==> config.mk <==
export PLATFORM = sky130hd
export DESIGN_NAME = nand_cycle_gen
export DESIGN_NICKNAME = d
export VERILOG_FILES = /design/src/rtl/nand_cg_pkg.sv /design/src/rtl/nand_cg_timing.sv /design/src/rtl/nand_cg_phase_cnt.sv /design/src/rtl/nand_cg_busy_wait.sv /design/src/rtl/nand_cycle_gen.sv
export SDC_FILE = /design/constraint.sdc
export NUM_CORES = 1
export LEC_CHECK = 0
export ABC_CLOCK_PERIOD_IN_PS = 2700
export BUFFER_PORTS_ARGS = -buffer_cell sky130_fd_sc_hd__buf_4
export CAP_MARGIN = 20
export CORE_ASPECT_RATIO = 2
export CORE_UTILIZATION = 52
export DETAILED_ROUTE_END_ITERATION = 8
export PLACE_DENSITY = 0.89
export SYNTH_ARGS = -nofsm -noshare
export SYNTH_HDL_FRONTEND = slang
export SYNTH_SLANG_ARGS = --single-unit
==> constraint.sdc <==
create_clock -name clk -period 2.7 [get_ports clk]
set_clock_uncertainty 0.15 [all_clocks]
set_input_delay 0.675 -clock clk [delete_from_list [all_inputs] [get_ports clk]]
set_output_delay 0.675 -clock clk [all_outputs]
set_load 0.02 [all_outputs]
==> src/rtl/nand_cg_pkg.sv <==
`timescale 1ns/1ps
package nand_cg_pkg;

  typedef enum logic [1:0] {
    OP_CMD   = 2'd0,
    OP_ADDR  = 2'd1,
    OP_WDATA = 2'd2,
    OP_RDATA = 2'd3
  } op_e;

  typedef enum logic [2:0] {
    ST_IDLE, ST_WAIT, ST_LOW, ST_HIGH, ST_RESP
  } st_e;

  // Round a nanosecond minimum up to clock cycles, never below one.
  function automatic int ns_to_cyc(input int ns, input int clk_ns);
    int c;
    c = (ns + clk_ns - 1) / clk_ns;
    return (c < 1) ? 1 : c;
  endfunction

  function automatic int max2(input int a, input int b);
    return (a > b) ? a : b;
  endfunction

  // High phase: its own minimum, or whatever the full cycle still needs.
  function automatic int high_phase(input int hi_ns, input int cyc_ns,
                                    input int low_cyc, input int clk_ns);
    return max2(ns_to_cyc(hi_ns, clk_ns), ns_to_cyc(cyc_ns, clk_ns) - low_cyc);
  endfunction

  // Read low phase: long enough for pulse width and both access delays.
  function automatic int read_low(input int lo_ns, input int rea_ns,
                                  input int cea_ns, input int clk_ns);
    return max2(ns_to_cyc(lo_ns, clk_ns),
                max2(ns_to_cyc(rea_ns, clk_ns), ns_to_cyc(cea_ns, clk_ns)));
  endfunction

endpackage

==> src/rtl/nand_cg_timing.sv <==
`timescale 1ns/1ps
module nand_cg_timing
  import nand_cg_pkg::*;
#(
  parameter int CLK_NS = 5,
  parameter int CW     = 8,
  // normal profile, ns
  parameter int N_WLO = 25, parameter int N_WHI = 15, parameter int N_WCY = 50,
  parameter int N_RLO = 25, parameter int N_RHI = 15, parameter int N_RCY = 50,
  parameter int N_REA = 30, parameter int N_CEA = 45,
  // relaxed profile, ns
  parameter int X_WLO = 40, parameter int X_WHI = 20, parameter int X_WCY = 60,
  parameter int X_RLO = 40, parameter int X_RHI = 20, parameter int X_RCY = 60,
  parameter int X_REA = 40, parameter int X_CEA = 55
) (
  input  logic          relaxed,
  input  logic          is_read,
  output logic [CW-1:0] low_cyc,
  output logic [CW-1:0] high_cyc
);
  localparam int NWL = ns_to_cyc(N_WLO, CLK_NS);
  localparam int NWH = high_phase(N_WHI, N_WCY, NWL, CLK_NS);
  localparam int NRL = read_low(N_RLO, N_REA, N_CEA, CLK_NS);
  localparam int NRH = high_phase(N_RHI, N_RCY, NRL, CLK_NS);
  localparam int XWL = ns_to_cyc(X_WLO, CLK_NS);
  localparam int XWH = high_phase(X_WHI, X_WCY, XWL, CLK_NS);
  localparam int XRL = read_low(X_RLO, X_REA, X_CEA, CLK_NS);
  localparam int XRH = high_phase(X_RHI, X_RCY, XRL, CLK_NS);

  always_comb begin
    unique case ({relaxed, is_read})
      2'b00:   begin low_cyc = CW'(NWL); high_cyc = CW'(NWH); end
      2'b01:   begin low_cyc = CW'(NRL); high_cyc = CW'(NRH); end
      2'b10:   begin low_cyc = CW'(XWL); high_cyc = CW'(XWH); end
      default: begin low_cyc = CW'(XRL); high_cyc = CW'(XRH); end
    endcase
  end
endmodule

==> src/rtl/nand_cg_phase_cnt.sv <==
`timescale 1ns/1ps
module nand_cg_phase_cnt #(
  parameter int CW = 8
) (
  input  logic          clk,
  input  logic          rst_n,
  input  logic          load,
  input  logic [CW-1:0] val,
  output logic          done
);
  logic [CW-1:0] cnt;

  always_ff @(posedge clk or negedge rst_n) begin
    if (!rst_n)           cnt <= '0;
    else if (load)        cnt <= val - CW'(1);
    else if (cnt != '0)   cnt <= cnt - CW'(1);
  end

  assign done = (cnt == '0);
endmodule

==> src/rtl/nand_cg_busy_wait.sv <==
`timescale 1ns/1ps
module nand_cg_busy_wait #(
  parameter int TIMEOUT_CYC = 1000
) (
  input  logic clk,
  input  logic rst_n,
  input  logic active,
  input  logic rb_n,
  output logic go,
  output logic expired
);
  localparam int TW = $clog2(TIMEOUT_CYC + 1);
  logic [TW-1:0] cnt;

  always_ff @(posedge clk or negedge rst_n) begin
    if (!rst_n)              cnt <= '0;
    else if (active && !rb_n) cnt <= cnt + TW'(1);
    else                     cnt <= '0;
  end

  assign go      = active && rb_n;
  assign expired = active && !rb_n && (cnt == TW'(TIMEOUT_CYC - 1));
endmodule

==> src/rtl/nand_cycle_gen.sv <==
`timescale 1ns/1ps
module nand_cycle_gen
  import nand_cg_pkg::*;
#(
  parameter int BUS_W       = 8,
  parameter int CLK_NS      = 5,
  parameter int CW          = 8,
  parameter int TIMEOUT_CYC = 1000
) (
  input  logic             clk,
  input  logic             rst_n,
  input  logic             prof_relaxed,
  input  logic             req_valid,
  output logic             req_ready,
  input  logic [1:0]       req_op,
  input  logic [BUS_W-1:0] req_data,
  output logic             rsp_valid,
  input  logic             rsp_ready,
  output logic [BUS_W-1:0] rsp_data,
  output logic             rsp_err,
  output logic             nand_ce_n,
  output logic             nand_cle,
  output logic             nand_ale,
  output logic             nand_we_n,
  output logic             nand_re_n,
  input  logic             nand_rb_n,
  output logic [BUS_W-1:0] nand_io_out,
  output logic             nand_io_oe,
  input  logic [BUS_W-1:0] nand_io_in
);
  st_e              st;
  op_e              op_q;
  logic [BUS_W-1:0] dat_q, rdat_q;
  logic             rlx_q, err_q;
  logic [CW-1:0]    low_cyc, high_cyc, lo_run;
  logic             is_rd, in_bus, ph_done, ph_load, rb_go, rb_expired;

  assign is_rd  = (op_q == OP_RDATA);
  assign in_bus = (st == ST_LOW) || (st == ST_HIGH);

  nand_cg_timing #(.CLK_NS(CLK_NS), .CW(CW)) u_timing (
    .relaxed(rlx_q), .is_read(is_rd), .low_cyc(low_cyc), .high_cyc(high_cyc));

  assign ph_load = ((st == ST_WAIT) && rb_go) || ((st == ST_LOW) && ph_done);

  nand_cg_phase_cnt #(.CW(CW)) u_phase (
    .clk(clk), .rst_n(rst_n), .load(ph_load),
    .val((st == ST_LOW) ? high_cyc : low_cyc), .done(ph_done));

  nand_cg_busy_wait #(.TIMEOUT_CYC(TIMEOUT_CYC)) u_busy (
    .clk(clk), .rst_n(rst_n), .active(st == ST_WAIT), .rb_n(nand_rb_n),
    .go(rb_go), .expired(rb_expired));

  always_ff @(posedge clk or negedge rst_n) begin
    if (!rst_n) begin
      st <= ST_IDLE; op_q <= OP_CMD; dat_q <= '0; rdat_q <= '0;
      rlx_q <= 1'b0; err_q <= 1'b0;
    end else begin
      unique case (st)
        ST_IDLE: if (req_valid) begin
          op_q <= op_e'(req_op); dat_q <= req_data; rlx_q <= prof_relaxed;
          rdat_q <= '0; err_q <= 1'b0; st <= ST_WAIT;
        end
        ST_WAIT: if (rb_expired) begin
          err_q <= 1'b1; st <= ST_RESP;
        end else if (rb_go) st <= ST_LOW;
        ST_LOW: if (ph_done) begin
          if (is_rd) rdat_q <= nand_io_in;   // sampled as RE rises
          st <= ST_HIGH;
        end
        ST_HIGH: if (ph_done) st <= ST_RESP;
        ST_RESP: if (rsp_ready) st <= ST_IDLE;
        default: st <= ST_IDLE;
      endcase
    end
  end

  assign req_ready = (st == ST_IDLE);
  assign rsp_valid = (st == ST_RESP);
  assign rsp_data  = rdat_q;
  assign rsp_err   = err_q;

  assign nand_ce_n  = !in_bus;
  assign nand_cle   = in_bus && (op_q == OP_CMD);
  assign nand_ale   = in_bus && (op_q == OP_ADDR);
  assign nand_we_n  = !((st == ST_LOW) && !is_rd);
  assign nand_re_n  = !((st == ST_LOW) && is_rd);
  assign nand_io_oe = in_bus && !is_rd;

  always_comb begin
    nand_io_out = '0;
    if (op_q == OP_CMD || op_q == OP_ADDR) nand_io_out[7:0] = dat_q[7:0];
    else                                   nand_io_out = dat_q;
  end

  // Length of the current strobe-low run, for the pulse assertion.
  always_ff @(posedge clk or negedge rst_n) begin
    if (!rst_n)                        lo_run <= '0;
    else if (!nand_we_n || !nand_re_n) lo_run <= lo_run + CW'(1);
    else                               lo_run <= '0;
  end

  p_strobe_excl_r11: assert property (@(posedge clk) disable iff (!rst_n)
    !(!nand_we_n && !nand_re_n));
  p_latch_excl_r11: assert property (@(posedge clk) disable iff (!rst_n)
    !(nand_cle && nand_ale));
  p_ce_after_ready_r8: assert property (@(posedge clk) disable iff (!rst_n)
    $fell(nand_ce_n) |-> $past(nand_rb_n));
  p_read_released_r5: assert property (@(posedge clk) disable iff (!rst_n)
    !nand_re_n |-> !nand_io_oe);
  // low run matches the selected profile when the strobe rises
  p_strobe_low_len_r6: assert property (@(posedge clk) disable iff (!rst_n)
    ($rose(nand_we_n) || $rose(nand_re_n)) |-> (lo_run == low_cyc));
  p_rsp_hold_r10: assert property (@(posedge clk) disable iff (!rst_n)
    (rsp_valid && !rsp_ready) |=> (rsp_valid && $stable(rsp_data) && $stable(rsp_err)));
  p_err_no_bus_r9: assert property (@(posedge clk) disable iff (!rst_n)
    (rsp_valid && rsp_err) |-> nand_ce_n);
endmodule

==> metrics, run 1 <==
IO Port Bufs=48; sequential share of power=0.363; DP HPWL=3185 um; Synth Instances=191; Post-synth top cells=dfrtp_1, nand2_1, nor2_1; Die Ht=89.31 um; Area growth syn-to-layout=27.46%; initial core utilization=0.5436; flop-to-flop setup slack=270 ps; vias in the first global route=1,630; # Max-Cap Violations=0; overall global routing resource usage=0.2366; Clock Tree Root=clkbuf_8; Core Region=3646 sq um; clock share of power=0.139; Tmin final=2431 ps; Synth area leaders=dfrtp_1, mux2_2, nand2_1, nor2_1, o21ai_0; most numerous cell in the Yosys netlist=dfrtp_1; GRT Residual Overflow=0; CTS tree=yes; total CTS buffers=5; Final Cell Area=2526 sq um; Post-DRT Antenna Nets=0; worst-skew pair later-pin latency=300 ps; CTS max path bufs=2; critical path class=flip-flop to flip-flop; # setup viols final=0; final max-slew violation count=0; YS warnings=0; switching share of power=0.4137; CP startpoint kind=flip-flop; reg-to-reg critical path endpoint=u_phase.cnt[6]$_DFFE_PN0P_; NetSw=1181 uW; RSZ-0062 raised after global routing=false; Ant. Diodes=0; Int Power=1674 uW; # IOs=49; area taken by multi-input logic gates=909.6 sq um; CTS Hold Buffers Added=0; std cell rows=31; Worst Hold Class=input pin to asynchronous set/reset pin; Final period util=0.9003; critical path fanouts, max=6; largest net degree at the start of global routing=42; CP endpoint kind=flip-flop; share of layout cells above drive strength 1=0.3522; Yosys top cell by area=dfrtp_1; Fmax=411.4 MHz; DR WL/cell=14.09 um; fin util=0.6929; Die Wd=45.66 um; Worst Path Arrival=2500 ps; Most used DFF post-synth=dfrtp_1; syn avg cell area=10.38 sq um; die footprint=4077 sq um; pwr dens=1130 nW/um^2; sequential area share after synthesis=0.5177; setup TNS=0 ps; Final nets=272; Worst Path Required=2770 ps; DR iter-0 viols=29; CTS clk-pin slew, worst paths=80 ps; Register Area=1028 sq um; Post-DP Area=2417 sq um; post-synth top area share=0.5177; H-Tree Depth=2; Syn Nets=217; FILL cells=315; Max rail drop VDD=0.8402 mV; DR vias/cell=5.459; initial antenna violation count=0; Num Clock Sinks=41; GPL Wtd Cong=0.9300; RR Startpoint=st[2]$_DFFE_PN0P_; Worst Tran Pin Value=671.0 ps; first-pass GRT wire length=6934 um; DRT Pass-1 Iters=4; # DRC=0; Seq cells post-synth=41; Post-synth EDFFs=0; outcome=complete, no violations; Gate power share=0.498; Routed WL=4172 um; Cell variety after synth=40; Final Hold Fails=0; Leak=0.001167 uW; Worst R2R Path Depth=9; Slew headroom=0.5486; cell area after synthesis=1982 sq um; total number of vias=1,616; fraction of registers with async set/reset=1.000
[per-stage QoR]
| step | instances | total power (uW) | hold WS (ps) | setup slack (ps) |
|---|---|---|---|---|
| 3_5_place_dp | 288 | 2447 | 323.1 | 86.69 |
| 4_1_cts | 296 | 2852 | 205.0 | 160.6 |
| 2_1_floorplan | 191 | 1948 | 229.4 | 264.0 |
| 3_3_place_gp | 288 | 2396 | 314.4 | 161.3 |
| 6_report | 296 | 2855 | 182.3 | 269.2 |
| 5_1_grt | 296 | 3053 | 221.3 | 43.03 |
[kinds of logic after synthesis]
family                     count (synthesis)  synth area share
AOI/OAI and AO/OA                         30            0.1067
and+or+nand+nor                           82            0.2140
adders and majority gates                  2           0.01262
muxes                                     15           0.08270
buffers and inverters                     13           0.03093
DFF                                       41            0.5177
xor gates and xnor gates                   8           0.03535
[flip-flops by register name, summed over array words and instances (netlist names)]
name	flops
u_busy.cnt	10
nand_io_out	8
rsp_data	8
u_phase.cnt	8
st	3
op_q	2
rlx_q	1
rsp_err	1
[layer usage]
metal,share of wire,up-vias,track usage,wire length (um)
met4,0.016,0,0.1157,65
met5,0,-,0,0
met1,0.36,782,0.2244,1484
met3,0.043,5,0.05253,181
met2,0.59,47,0.4455,2442
li1,-,782,-,-
[cells in the final DEF (no fill, tap or decap), drive strengths merged, types with 2 or more instances in the layout]
| master | synthesis | layout |
|---|---|---|
| nor3b | 2 | 2 |
| clkbuf | 4 | 5 |
| nand4 | 2 | 2 |
| a211oi | 3 | 3 |
| or3 | 3 | 3 |
| ha | 2 | 2 |
| nor3 | 7 | 7 |
| mux2 | 11 | 11 |
| and2 | 2 | 2 |
| a31oi | 2 | 2 |
| a21o | 2 | 2 |
| xnor2 | 3 | 3 |
| and3 | 3 | 3 |
| inv | 6 | 6 |
| nand4b | 2 | 2 |
| buf | 3 | 55 |
| a31o | 2 | 2 |
| nor4 | 2 | 2 |
| clkinv | 0 | 3 |
| nand3 | 7 | 7 |
| dfrtp | 41 | 41 |
| a21oi | 3 | 3 |
| xor2 | 5 | 5 |
| mux2i | 4 | 4 |
| nand2 | 30 | 30 |
| nor2 | 19 | 19 |
| o21ai | 12 | 12 |
[critical path: stages (launching register included)]
cell      delay [ps]
dfrtp_1          460
inv_2            130
nand4b_1         200
buf_4            210
a22oi_1          200
ha_1             180
inv_1             70
or3_1            320
a211oi_2         230
mux2i_1          200
[power by group through the flow]
stage	Clock (uW)	Sequential, uW	Combinational (uW)
3_5_place_dp	0	1040	1410
4_1_cts	410	1030	1420
6_report	397	1040	1420
5_1_grt	434	1070	1550
3_3_place_gp	0	1020	1370
2_1_floorplan	0	1120	830
[cell type report]
class                      instances  share of cell area
clock buffer                       5             0.02724
clock inverter                     3            0.008915
inverter                           6            0.008915
multi-input combinational        137              0.3601
sequential                        41              0.4071
tap                               49             0.02427
timing repair buffer              55              0.1634
[how the worst max path moves through the flow]
| stage | start | endpoint | slack [ps] | cells past startpoint |
|---|---|---|---|---|
| floorplan | nand_rb_n | u_phase.cnt[6]$_DFFE_PN0P_ | 260 | 10 |
| global placement | nand_rb_n | u_phase.cnt[6]$_DFFE_PN0P_ | 160 | 9 |
| detailed placement | nand_rb_n | u_phase.cnt[6]$_DFFE_PN0P_ | 90 | 9 |
| CTS | u_phase.cnt[5]$_DFFE_PN0P_ | u_phase.cnt[6]$_DFFE_PN0P_ | 160 | 10 |
| global route | st[2]$_DFFE_PN0P_ | u_phase.cnt[6]$_DFFE_PN0P_ | 40 | 9 |
| finish | st[2]$_DFFE_PN0P_ | u_phase.cnt[6]$_DFFE_PN0P_ | 270 | 9 |
[timing repair]
| item | CTS | global route |
|---|---|---|
| setup buffers | 0 | 0 |
| setup endpoints to repair | 0 | 1 |
| hold endpoints to repair | 0 | 0 |
| gates resized for setup | 0 | 6 |
(Power assumes the default switching activity.)
==> run 2: changes to the inputs <==
--- a/config.mk
+++ b/config.mk
@@ -12,6 +12,7 @@
 export CORE_UTILIZATION = 52
 export DETAILED_ROUTE_END_ITERATION = 8
 export PLACE_DENSITY = 0.89
+export REMOVE_ABC_BUFFERS = 1
 export SYNTH_ARGS = -nofsm -noshare
 export SYNTH_HDL_FRONTEND = slang
 export SYNTH_SLANG_ARGS = --single-unit
==> metrics, run 2 (synthesis gave the netlist of run 1 again) <==
outcome=complete, no violations; critical path's slowest cell=dfrtp_1; CTS Hold Buffers Added=0 (unchanged); final hold slack=193.9 ps (+11.54 ps); Worst Path Required=2760 ps (about the same); Post-DP Area=2425 sq um (+0.31%); Die Ht=89.31 um (unchanged); share of layout cells above drive strength 1=0.3480 (-0.004227); Slew headroom=0.5185 (-0.03002); first-pass GRT wire length=7251 um (+4.6%); max reg flops=10 (unchanged); H-Tree Depth=2 (unchanged); Ant. Diodes=0 (unchanged); setup TNS=0 ps (unchanged); CP endpoint kind=flip-flop; vias in the first global route=1,660 (+1.8%); CTS tree=yes; final max-slew violation count=0 (unchanged); Worst Tran Pin Value=716.1 ps (+45.10 ps); IO Port Bufs=48 (unchanged); Overall Power=3032 uW (+6.2%); largest net degree at the start of global routing=42 (unchanged); critical path fanouts, max=6 (unchanged); Core Region=3646 sq um (unchanged); Leak=0.001192 uW (+2.1%); Worst R2R Path Depth=9 (unchanged); worst-skew pair later-pin latency=300 ps (about the same); CP max stage delay=470 ps (about the same); DR vias/cell=5.562 (+1.9%); RSZ-0062 raised after global routing=false; CP dominant cell by count=inv_1; critical-path cell list=inv_1 -> nand4b_1 -> buf_4 -> a22oi_1 -> ha_1 -> inv_1 -> or3_1 -> a211oi_2 -> mux2i_1; GRT Residual Overflow=0 (unchanged); Tmin final=2508 ps (+76.83 ps); CTS clk-pin slew, worst paths=80 ps (about the same); GPL Wtd Cong=0.9600 (+3.2%); CP startpoint kind=flip-flop; initial core utilization=0.5436 (unchanged); Area growth syn-to-layout=29.80%; Post-DRT Antenna Nets=0 (unchanged); most frequent cells in the layout=buf_4, dfrtp_1, nand2_1; Final nets=275 (+1.1%); Fmax=398.8 MHz (-3.1%); DRT Pass-1 Iters=4 (unchanged); # DRC=0 (unchanged); Die Wd=45.66 um (unchanged); Reg with most FFs=u_busy.cnt; Clock Tree Root=clkbuf_8; DR WL/cell=15.33 um (+8.8%); # setup viols final=0 (unchanged); DP HPWL=3206 um (+0.66%); die footprint=4077 sq um (unchanged); # IOs=49 (unchanged); initial antenna violation count=0 (unchanged); std cell rows=31 (unchanged); Final period util=0.9288 (+0.02846); Final Cell Area=2572 sq um (+1.8%); Worst Hold Class=input pin to asynchronous set/reset pin; Final Hold Fails=0 (unchanged); overall global routing resource usage=0.2495 (+0.01285); Max rail drop VDD=0.8660 mV (+3.1%); total number of vias=1,663 (+2.9%); DR iter-0 viols=70 (+140%); critical path class=flip-flop to flip-flop; Worst Path Arrival=2570 ps (+70 ps); pwr dens=1179 nW/um^2 (+4.3%); CTS max path bufs=2 (unchanged); Num Clock Sinks=41 (unchanged); Routed WL=4584 um (+9.9%); most common cell after layout, fill and taps aside=buf_4; total CTS buffers=5 (unchanged); # Max-Cap Violations=0 (unchanged); fin util=0.7056 (+0.01270)
run 2: repair_timing:
item / 4_1_cts / 5_1_grt
setup endpoints to repair: 0 / 1
setup buffers: 0 / 2
gates resized for setup: 0 / 4
run 2: area by class of cell:
| class | count | area [sq um] |
|---|---|---|
| fillers | 295 | 1074 |
| clock buffers | 7 | 86.33 |
| repair buffers | 58 | 435.4 |
| inverters | 6 | 22.52 |
| multi-input cells | 137 | 909.6 |
| well taps | 49 | 61.31 |
| flip-flops and latches | 41 | 1027 |
| clock inverters | 1 | 30.03 |
run 2: final timing paths:
path | slack (ps) | start | endpoint
max | 190 | st[2]$_DFFE_PN0P_ | u_phase.cnt[6]$_DFFE_PN0P_
min | 190 | rst_n | u_busy.cnt[0]$_DFF_PN0_
max reg2reg | 190 | st[2]$_DFFE_PN0P_ | u_phase.cnt[6]$_DFFE_PN0P_
min reg2reg | 330 | rsp_data[4]$_DFFE_PN0P_ | rsp_data[4]$_DFFE_PN0P_
max in group asynchronous | 1810 | rst_n | st[1]$_DFFE_PN0P_
min in group clk | 330 | rsp_data[4]$_DFFE_PN0P_ | rsp_data[4]$_DFFE_PN0P_
run 2: report_power, final:
part	internal [uW]	switching, uW	leakage (uW)	total (uW)
logic	681	799	0.000604	1480
clock network	301	208	0.0000585	509
registers	839	204	0.000529	1040
run 2: worst max-delay path, delay by kind of cell, from the launching register on:
family,cells,cell delay [ps]
muxes,1,210
and+or+nand+nor,2,550
DFF,1,470
adders and majority gates,1,190
buffers and inverters,3,450
AOI/OAI and AO/OA,2,410
run 2: stage by stage:
stage | std cells | worst slack, ps
2_1_floorplan | 184 | 185.4
3_3_place_gp | 289 | 184.0
3_5_place_dp | 289 | 79.77
4_1_cts | 297 | 64.55
5_1_grt | 299 | 66.14
6_report | 299 | 192.3
run 2: metal layers:
layer  part of all wire  vias to the layer above  global-route usage
met4              0.026                        0              0.1322
met1               0.35                      815              0.2463
met2               0.59                       53              0.4545
met3              0.040                       13             0.05657
met5                  0                        -                   0
li1                   -                      782                   -
